--- config.mk ---
export PLATFORM = sky130hd
export DESIGN_NAME = ddr2b_sram
export DESIGN_NICKNAME = d
export VERILOG_FILES = /design/src/rtl/ddr2b_pkg.sv /design/src/rtl/ddr2b_array.sv /design/src/rtl/ddr2b_wrpath.sv /design/src/rtl/ddr2b_rdseq.sv /design/src/rtl/ddr2b_sram.sv
export SDC_FILE = /design/constraint.sdc
export NUM_CORES = 1
export LEC_CHECK = 0
export ABC_CLOCK_PERIOD_IN_PS = 7180
export BUFFER_PORTS_ARGS = -buffer_cell sky130_fd_sc_hd__buf_2
export CORE_MARGIN = 2
export CORE_UTILIZATION = 55
export CTS_CLUSTER_SIZE = 40
export DETAILED_ROUTE_END_ITERATION = 7
export PLACE_DENSITY = 0.79
export SYNTH_ARGS = -nofsm -noshare
export SYNTH_HDL_FRONTEND = slang
export SYNTH_SLANG_ARGS = --single-unit
--- constraint.sdc ---
create_clock -name clk -period 7.18 [get_ports clk]
set_input_delay 0 -clock clk [delete_from_list [all_inputs] [get_ports clk]]
set_output_delay 0 -clock clk [all_outputs]
set_load 0.005 [all_outputs]
--- src/rtl/ddr2b_pkg.sv ---
package ddr2b_pkg;
    typedef enum logic [1:0] {
        CMD_NOP = 2'd0,
        CMD_WR  = 2'd1,
        CMD_RD  = 2'd2
    } cmd_e;
endpackage

--- src/rtl/ddr2b_array.sv ---
module ddr2b_array #(
    parameter int AW = 4,
    parameter int DW = 18
) (
    input  logic          clk,
    input  logic          we,
    input  logic [AW-1:0] waddr,
    input  logic [DW-1:0] wdata,
    input  logic [AW-1:0] raddr,
    output logic [DW-1:0] rdata
);
    localparam int DEPTH = 1 << AW;

    logic [DW-1:0] mem_q [DEPTH];

    // Storage is never reset: contents survive reset and idle clocks.
    always_ff @(posedge clk) begin
        if (we) begin
            mem_q[waddr] <= wdata;
        end
    end

    // Read before write: a read in the same edge as a write sees the old word.
    assign rdata = mem_q[raddr];
endmodule

--- src/rtl/ddr2b_wrpath.sv ---
module ddr2b_wrpath
    import ddr2b_pkg::*;
#(
    parameter int AW = 4
) (
    input  logic          clk,
    input  logic          rst_n,
    input  logic          kph,
    input  cmd_e          cmd,
    input  logic [AW-1:0] addr,
    output logic          we,
    output logic [AW-1:0] waddr
);
    localparam logic [AW-1:0] FLIP = AW'(1);

    typedef struct packed {
        logic          w0_v;
        logic [AW-1:0] w0_a;
        logic          w1_v;
        logic [AW-1:0] w1_a;
    } wst_t;

    wst_t st_d, st_q;

    always_comb begin
        st_d  = st_q;
        we    = 1'b0;
        waddr = '0;
        st_d.w1_v = 1'b0;
        // First word: next input-clock edge after the load.
        if (kph && st_q.w0_v) begin
            we        = 1'b1;
            waddr     = st_q.w0_a;
            st_d.w1_v = 1'b1;
            st_d.w1_a = st_q.w0_a ^ FLIP;
            st_d.w0_v = 1'b0;
        end
        // Second word: the complement edge right after.
        if (st_q.w1_v) begin
            we    = 1'b1;
            waddr = st_q.w1_a;
        end
        if (cmd == CMD_WR) begin
            st_d.w0_v = 1'b1;
            st_d.w0_a = addr;
        end
    end

    always_ff @(posedge clk or negedge rst_n) begin
        if (!rst_n) begin
            st_q <= '0;
        end else begin
            st_q <= st_d;
        end
    end

    assert_second_word_phase_R4: assert property (@(posedge clk) disable iff (!rst_n)
        st_q.w1_v |-> !kph);
    assert_burst_flip_R3: assert property (@(posedge clk) disable iff (!rst_n)
        (kph && st_q.w0_v) |=> (st_q.w1_v && (waddr == ($past(st_q.w0_a) ^ FLIP))));
endmodule

--- src/rtl/ddr2b_rdseq.sv ---
module ddr2b_rdseq
    import ddr2b_pkg::*;
#(
    parameter int AW = 4,
    parameter int DW = 18
) (
    input  logic          clk,
    input  logic          rst_n,
    input  logic          kph,
    input  logic          c_hi,
    input  logic          cph,
    input  cmd_e          cmd,
    input  logic [AW-1:0] addr,
    output logic [AW-1:0] raddr,
    input  logic [DW-1:0] rdata,
    output logic [DW-1:0] dout,
    output logic          dout_vld,
    output logic          dout_oe
);
    localparam logic [AW-1:0] FLIP = AW'(1);

    typedef struct packed {
        logic          s0_v;
        logic [AW-1:0] s0_a;
        logic          s1_v;
        logic [AW-1:0] s1_a;
        logic          s2_v;
        logic [AW-1:0] s2_a;
        logic [DW-1:0] dq;
        logic          vld;
        logic          oe;
    } rst_t;

    rst_t st_d, st_q;
    logic eph;
    logic emit;

    // Output phase: input clocks when the output clocks are parked high.
    assign eph = c_hi ? kph : cph;

    always_comb begin
        st_d      = st_q;
        st_d.vld  = 1'b0;
        st_d.s2_v = 1'b0;
        emit      = 1'b0;
        raddr     = '0;
        if (st_q.s2_v) begin
            emit  = 1'b1;
            raddr = st_q.s2_a;
        end
        if (st_q.s1_v && !eph) begin
            emit      = 1'b1;
            raddr     = st_q.s1_a;
            st_d.s2_v = 1'b1;
            st_d.s2_a = st_q.s1_a ^ FLIP;
            st_d.s1_v = 1'b0;
        end
        if (st_q.s0_v) begin
            st_d.s1_v = 1'b1;
            st_d.s1_a = st_q.s0_a;
            st_d.s0_v = 1'b0;
        end
        if (cmd == CMD_RD) begin
            st_d.s0_v = 1'b1;
            st_d.s0_a = addr;
        end
        if (emit) begin
            st_d.dq  = rdata;
            st_d.vld = 1'b1;
            st_d.oe  = 1'b1;
        end
    end

    always_ff @(posedge clk or negedge rst_n) begin
        if (!rst_n) begin
            st_q <= '0;
        end else begin
            st_q <= st_d;
        end
    end

    assign dout     = st_q.dq;
    assign dout_vld = st_q.vld;
    assign dout_oe  = st_q.oe;

    assert_no_overrun_R6: assert property (@(posedge clk) disable iff (!rst_n)
        (st_q.s0_v && st_q.s1_v) |-> !eph);
    assert_single_slot_R5: assert property (@(posedge clk) disable iff (!rst_n)
        !(st_q.s2_v && st_q.s1_v && !eph));
    assert_word2_next_R5: assert property (@(posedge clk) disable iff (!rst_n)
        st_q.s2_v |=> (dout_vld && dout_oe));
    assert_oe_sticky_R7: assert property (@(posedge clk) disable iff (!rst_n)
        dout_oe |=> dout_oe);
    assert_hold_R8: assert property (@(posedge clk) disable iff (!rst_n)
        !dout_vld |-> $stable(dout));
endmodule

--- src/rtl/ddr2b_sram.sv ---
module ddr2b_sram
    import ddr2b_pkg::*;
#(
    parameter int AW = 4,
    parameter int DW = 18
) (
    input  logic          clk,
    input  logic          rst_n,
    input  logic          kph,
    input  logic          ld_n,
    input  logic          rw,
    input  logic [AW-1:0] addr,
    input  logic [DW-1:0] din,
    input  logic          c_hi,
    input  logic          cph,
    output logic [DW-1:0] dout,
    output logic          dout_vld,
    output logic          dout_oe
);
    cmd_e          cmd;
    logic          we;
    logic [AW-1:0] waddr;
    logic [AW-1:0] raddr;
    logic [DW-1:0] rdata;

    // Command decode: only input-clock edges carry commands.
    always_comb begin
        cmd = CMD_NOP;
        if (kph && !ld_n) begin
            cmd = rw ? CMD_RD : CMD_WR;
        end
    end

    ddr2b_wrpath #(.AW(AW)) u_wr (
        .clk   (clk),
        .rst_n (rst_n),
        .kph   (kph),
        .cmd   (cmd),
        .addr  (addr),
        .we    (we),
        .waddr (waddr)
    );

    ddr2b_rdseq #(.AW(AW), .DW(DW)) u_rd (
        .clk      (clk),
        .rst_n    (rst_n),
        .kph      (kph),
        .c_hi     (c_hi),
        .cph      (cph),
        .cmd      (cmd),
        .addr     (addr),
        .raddr    (raddr),
        .rdata    (rdata),
        .dout     (dout),
        .dout_vld (dout_vld),
        .dout_oe  (dout_oe)
    );

    ddr2b_array #(.AW(AW), .DW(DW)) u_mem (
        .clk   (clk),
        .we    (we),
        .waddr (waddr),
        .wdata (din),
        .raddr (raddr),
        .rdata (rdata)
    );

    assert_nop_quiet_R2: assert property (@(posedge clk) disable iff (!rst_n)
        (ld_n || !kph) |-> !(u_rd.st_d.s0_v && !u_rd.st_q.s0_v && !$past(1'b0)));
endmodule

==> flow_metrics.env <==
export IMPL_status="complete, no violations"
export IMPL_syn_area_per_cell_um2=15.3
export IMPL_p_sw_uw=1170
export IMPL_startpoint="u_rd.st_q[29]$_DFFE_PN0P_"
export IMPL_post_synth_top_count_cell="edfxtp_1"
export IMPL_core_area_um2=24200
export IMPL_cp_depth=7
export IMPL_die_w_um=161
export IMPL_max_clock_freq_mhz=318
export IMPL_gp_congestion=0.870
export IMPL_synth_nets=914
export IMPL_min_path_type="in2reg"
export IMPL_dpl_instance_area_um2=14000
export IMPL_fin_nets=982
export IMPL_grt_util_met1=0.327
export IMPL_hpwlAfterDp_mm=17.9
export IMPL_cap_violations=0
export IMPL_max_stage_delay_ns=0.68
export IMPL_crit_fanout=73
export IMPL_grt_usage=0.243
export IMPL_crit_required_ns=7.62
export IMPL_synth_edf_count=288
export IMPL_layout_min_cycle_time_ns=3.14
export IMPL_rr_worst_depth=7
export IMPL_fillers=1698
export IMPL_met3_usage=0.0343
export IMPL_power_frac_comb=0.146
export IMPL_slew_viol_final=0
export IMPL_reg2reg_setup_slack_ns=4.04
export IMPL_cts_setup_buffers=0
export IMPL_use_met2=0.409
export IMPL_syn_inst=885
export IMPL_critPathKind="reg2reg"
export IMPL_cts_buffers=31
export IMPL_finalCritPeriodShare=0.437
export IMPL_drive_above_1_share=0.208
export IMPL_avgRoutedWirePerCell_um=24.0
export IMPL_worst_r2r_endpoint="u_rd.dout[4]$_DFFE_PN0P_"
export IMPL_synth_seq_area_share=0.724
export IMPL_cp_slowest_cell="nand2_1"
export IMPL_power_internal_uw=3320
export IMPL_worst_slack_ns=4.04
export IMPL_async_flop_share=0.135
export IMPL_grt_first_pass_wirelength_mm=47.5
export IMPL_synth_area_top_cells="edfxtp_1 (64%), dfrtp_1 (8.3%), mux2_2 (5.0%)"
export IMPL_setup_viol=0
export IMPL_synth_ff_type="edfxtp_1"
export IMPL_port_buffers=48
export IMPL_fin_tns_setup_ns=0
export IMPL_grt_antenna_before_repair=0
export IMPL_grt_max_degree=74
export IMPL_cp_top_family="simple AND/OR/NAND/NOR gates"
export IMPL_skew_ns=0.0142
export IMPL_grt_ovfl_total=0
export IMPL_ys_seq_elements=333
export IMPL_ant_nets=0
export IMPL_grt_busiest_layer="met2"
export IMPL_num_io_pins=49
export IMPL_final_core_util=0.630
export IMPL_h_tree_depth=1
export IMPL_peakVddDrop_mv=0.207
export IMPL_relSlewSlack=0.101
export IMPL_crit_chain="inv_1 -> o21ai_4 -> buf_4 -> nand2_2 -> nand2_1 -> o22ai_1 -> o311ai_1"
export IMPL_start_kind="flip-flop"
export IMPL_via_count=8113
export IMPL_ys_warn_count=0
export IMPL_num_rows=57
export IMPL_synth_top_area_cell="edfxtp_1"
export IMPL_cp_end_kind="flip-flop"
export IMPL_place_ws_ns=4.21
export IMPL_cts_reportedPaths_clkPinSlew_ns=0.06
export IMPL_clkPwrFrac=0.340
export IMPL_critPathBufInv=2
export IMPL_fin_area_um2=15300
export IMPL_first_global_vias=8130
export IMPL_share_seq_of_total_power=0.514
export IMPL_drt_initial_drc_count=917
export IMPL_cp_arrival_ns=3.58
export IMPL_clk_latency_ns=0.56
export IMPL_via_per_inst=6.24
export IMPL_cts_resized=0
export IMPL_p_leak_uw=0.00527
export IMPL_sw_frac_of_total=0.260
export IMPL_hold_viol=0
export IMPL_rsz0062_at_grt="no"
export IMPL_cts_tree="built"
export IMPL_routed_wl_mm=31.2
export IMPL_diodes=0
export IMPL_drc=0
export IMPL_ys_types=60
export IMPL_crit_end="u_rd.dout[4]$_DFFE_PN0P_"
export IMPL_clockBufferDepth=3
export IMPL_start_util=0.557
export IMPL_hold_slack_ns=0.112
export IMPL_clock_sinks=333
export IMPL_p_per_area_nw_per_um2=295
export IMPL_netlist_area_um2=13500
export IMPL_die_area_um2=25800
export IMPL_area_growth_pct=13.0
export IMPL_root_buffer="clkbuf_16"
export IMPL_die_y_um=161
export IMPL_synth_common_cells="edfxtp_1 (288), nand2_1 (82), and3_1 (67)"
export IMPL_first_pass_iters=5
export IMPL_rr_startpoint="u_rd.st_q[29]$_DFFE_PN0P_"
export IMPL_worst_pin_slew_ns=1.35
export IMPL_yosys_area_top_type_share=0.640
sequential cells by signal (all words and copies together) (netlist names):
name / count
u_mem.mem_q: 288
u_rd.dout: 18
u_rd.st_q: 15
u_wr.st_q: 10
u_rd.dout_oe: 1
u_rd.dout_vld: 1
worst min-delay path: stages:
cell and delay (ns):
buf_2 0.11, mux2_4 0.25, nor3_1 0.16, nor2_1 0.12
cell families (layout without fill, tap and decap cells):
family / after synthesis / count (layout) / share of synthesized area
flip-flops: 333 / 333 / 0.724
AND/OR/NAND/NOR: 206 / 206 / 0.0772
buffers and inverters: 80 / 172 / 0.0306
multiplexers: 64 / 64 / 0.0534
AO/OA/AOI/OAI: 202 / 202 / 0.115
metal layers:
metal	share of wire	up-vias	wire length, um
met3	0.079	81	2470
met5	0	-	0
li1	-	3626	-
met1	0.39	4013	12100
met2	0.50	393	15400
met4	0.038	0	1190
cell usage in the layout (no fill, tap or decap), drive strengths merged, types with 2 or more instances in the layout:
| cell | Yosys | final |
|---|---|---|
| or3 | 3 | 3 |
| a21o | 2 | 2 |
| mux2 | 61 | 61 |
| inv | 12 | 13 |
| a31o | 2 | 2 |
| o311ai | 16 | 16 |
| and2 | 6 | 6 |
| o32a | 2 | 2 |
| and3 | 67 | 67 |
| nor3b | 3 | 3 |
| nor4b | 2 | 2 |
| bufinv | 0 | 2 |
| a21boi | 5 | 5 |
| o2bb2ai | 19 | 19 |
| dfrtp | 45 | 45 |
| nor2b | 2 | 2 |
| a211o | 2 | 2 |
| a21oi | 3 | 3 |
| nand4b | 2 | 2 |
| nand2 | 83 | 83 |
| mux2i | 3 | 3 |
| clkinv | 1 | 18 |
| edfxtp | 288 | 288 |
| nand3 | 3 | 3 |
| clkbuf | 29 | 36 |
| dlygate4sd3 | 0 | 32 |
| a211oi | 35 | 35 |
| nor2 | 24 | 24 |
| a22oi | 21 | 21 |
| a31oi | 4 | 4 |
| a2111o | 16 | 16 |
| o22ai | 32 | 32 |
| buf | 38 | 70 |
| o21ai | 32 | 32 |
| a32oi | 3 | 3 |
| nor3 | 6 | 6 |
stage by stage:
stage | total power, uW | cells
after floorplan | 2780 | 885
after global placement | 2950 | 1212
after detailed placement | 2980 | 1212
after CTS | 4510 | 1301
after global routing | 4650 | 1301
final | 4500 | 1301
final cells by class:
type	count	area, um2	share of cell area
timing repair buffer	102	726	0.0475
inverter	13	48.8	0.00320
multi-input combinational	472	3370	0.221
clock inverter	21	149	0.00975
tap	324	405	0.0266
clock buffer	36	795	0.0520
sequential	333	9770	0.640
power groups by stage:
stage	combinational [uW]	sequential, uW	clock [uW]
floorplan	473	2310	0
global placement	606	2350	0
detailed placement	629	2350	0
CTS	649	2310	1550
global route	701	2320	1630
finish	654	2310	1530
worst min path at each step:
| stage | startpoint | end | slack (ns) | cells past startpoint |
|---|---|---|---|---|
| floorplan | rst_n | u_rd.dout[0]$_DFFE_PN0P_ | -0.30 | 0 |
| global placement | rst_n | u_wr.st_q[8]$_DFFE_PN0P_ | 0.15 | 2 |
| detailed placement | rst_n | u_wr.st_q[8]$_DFFE_PN0P_ | 0.17 | 2 |
| CTS | c_hi | u_rd.st_q[23]$_DFFE_PN0P_ | 0.09 | 4 |
| global route | rst_n | u_wr.st_q[5]$_DFFE_PN0P_ | 0.15 | 3 |
| finish | c_hi | u_rd.st_q[20]$_DFFE_PN0P_ | 0.11 | 4 |
what timing repair did:
item,in CTS,in global routing
hold endpoints to repair,347,0
hold buffers,32,0
endpoints found under the setup margin,0,0
No activity file was read; power rests on OpenSTA's default activity.
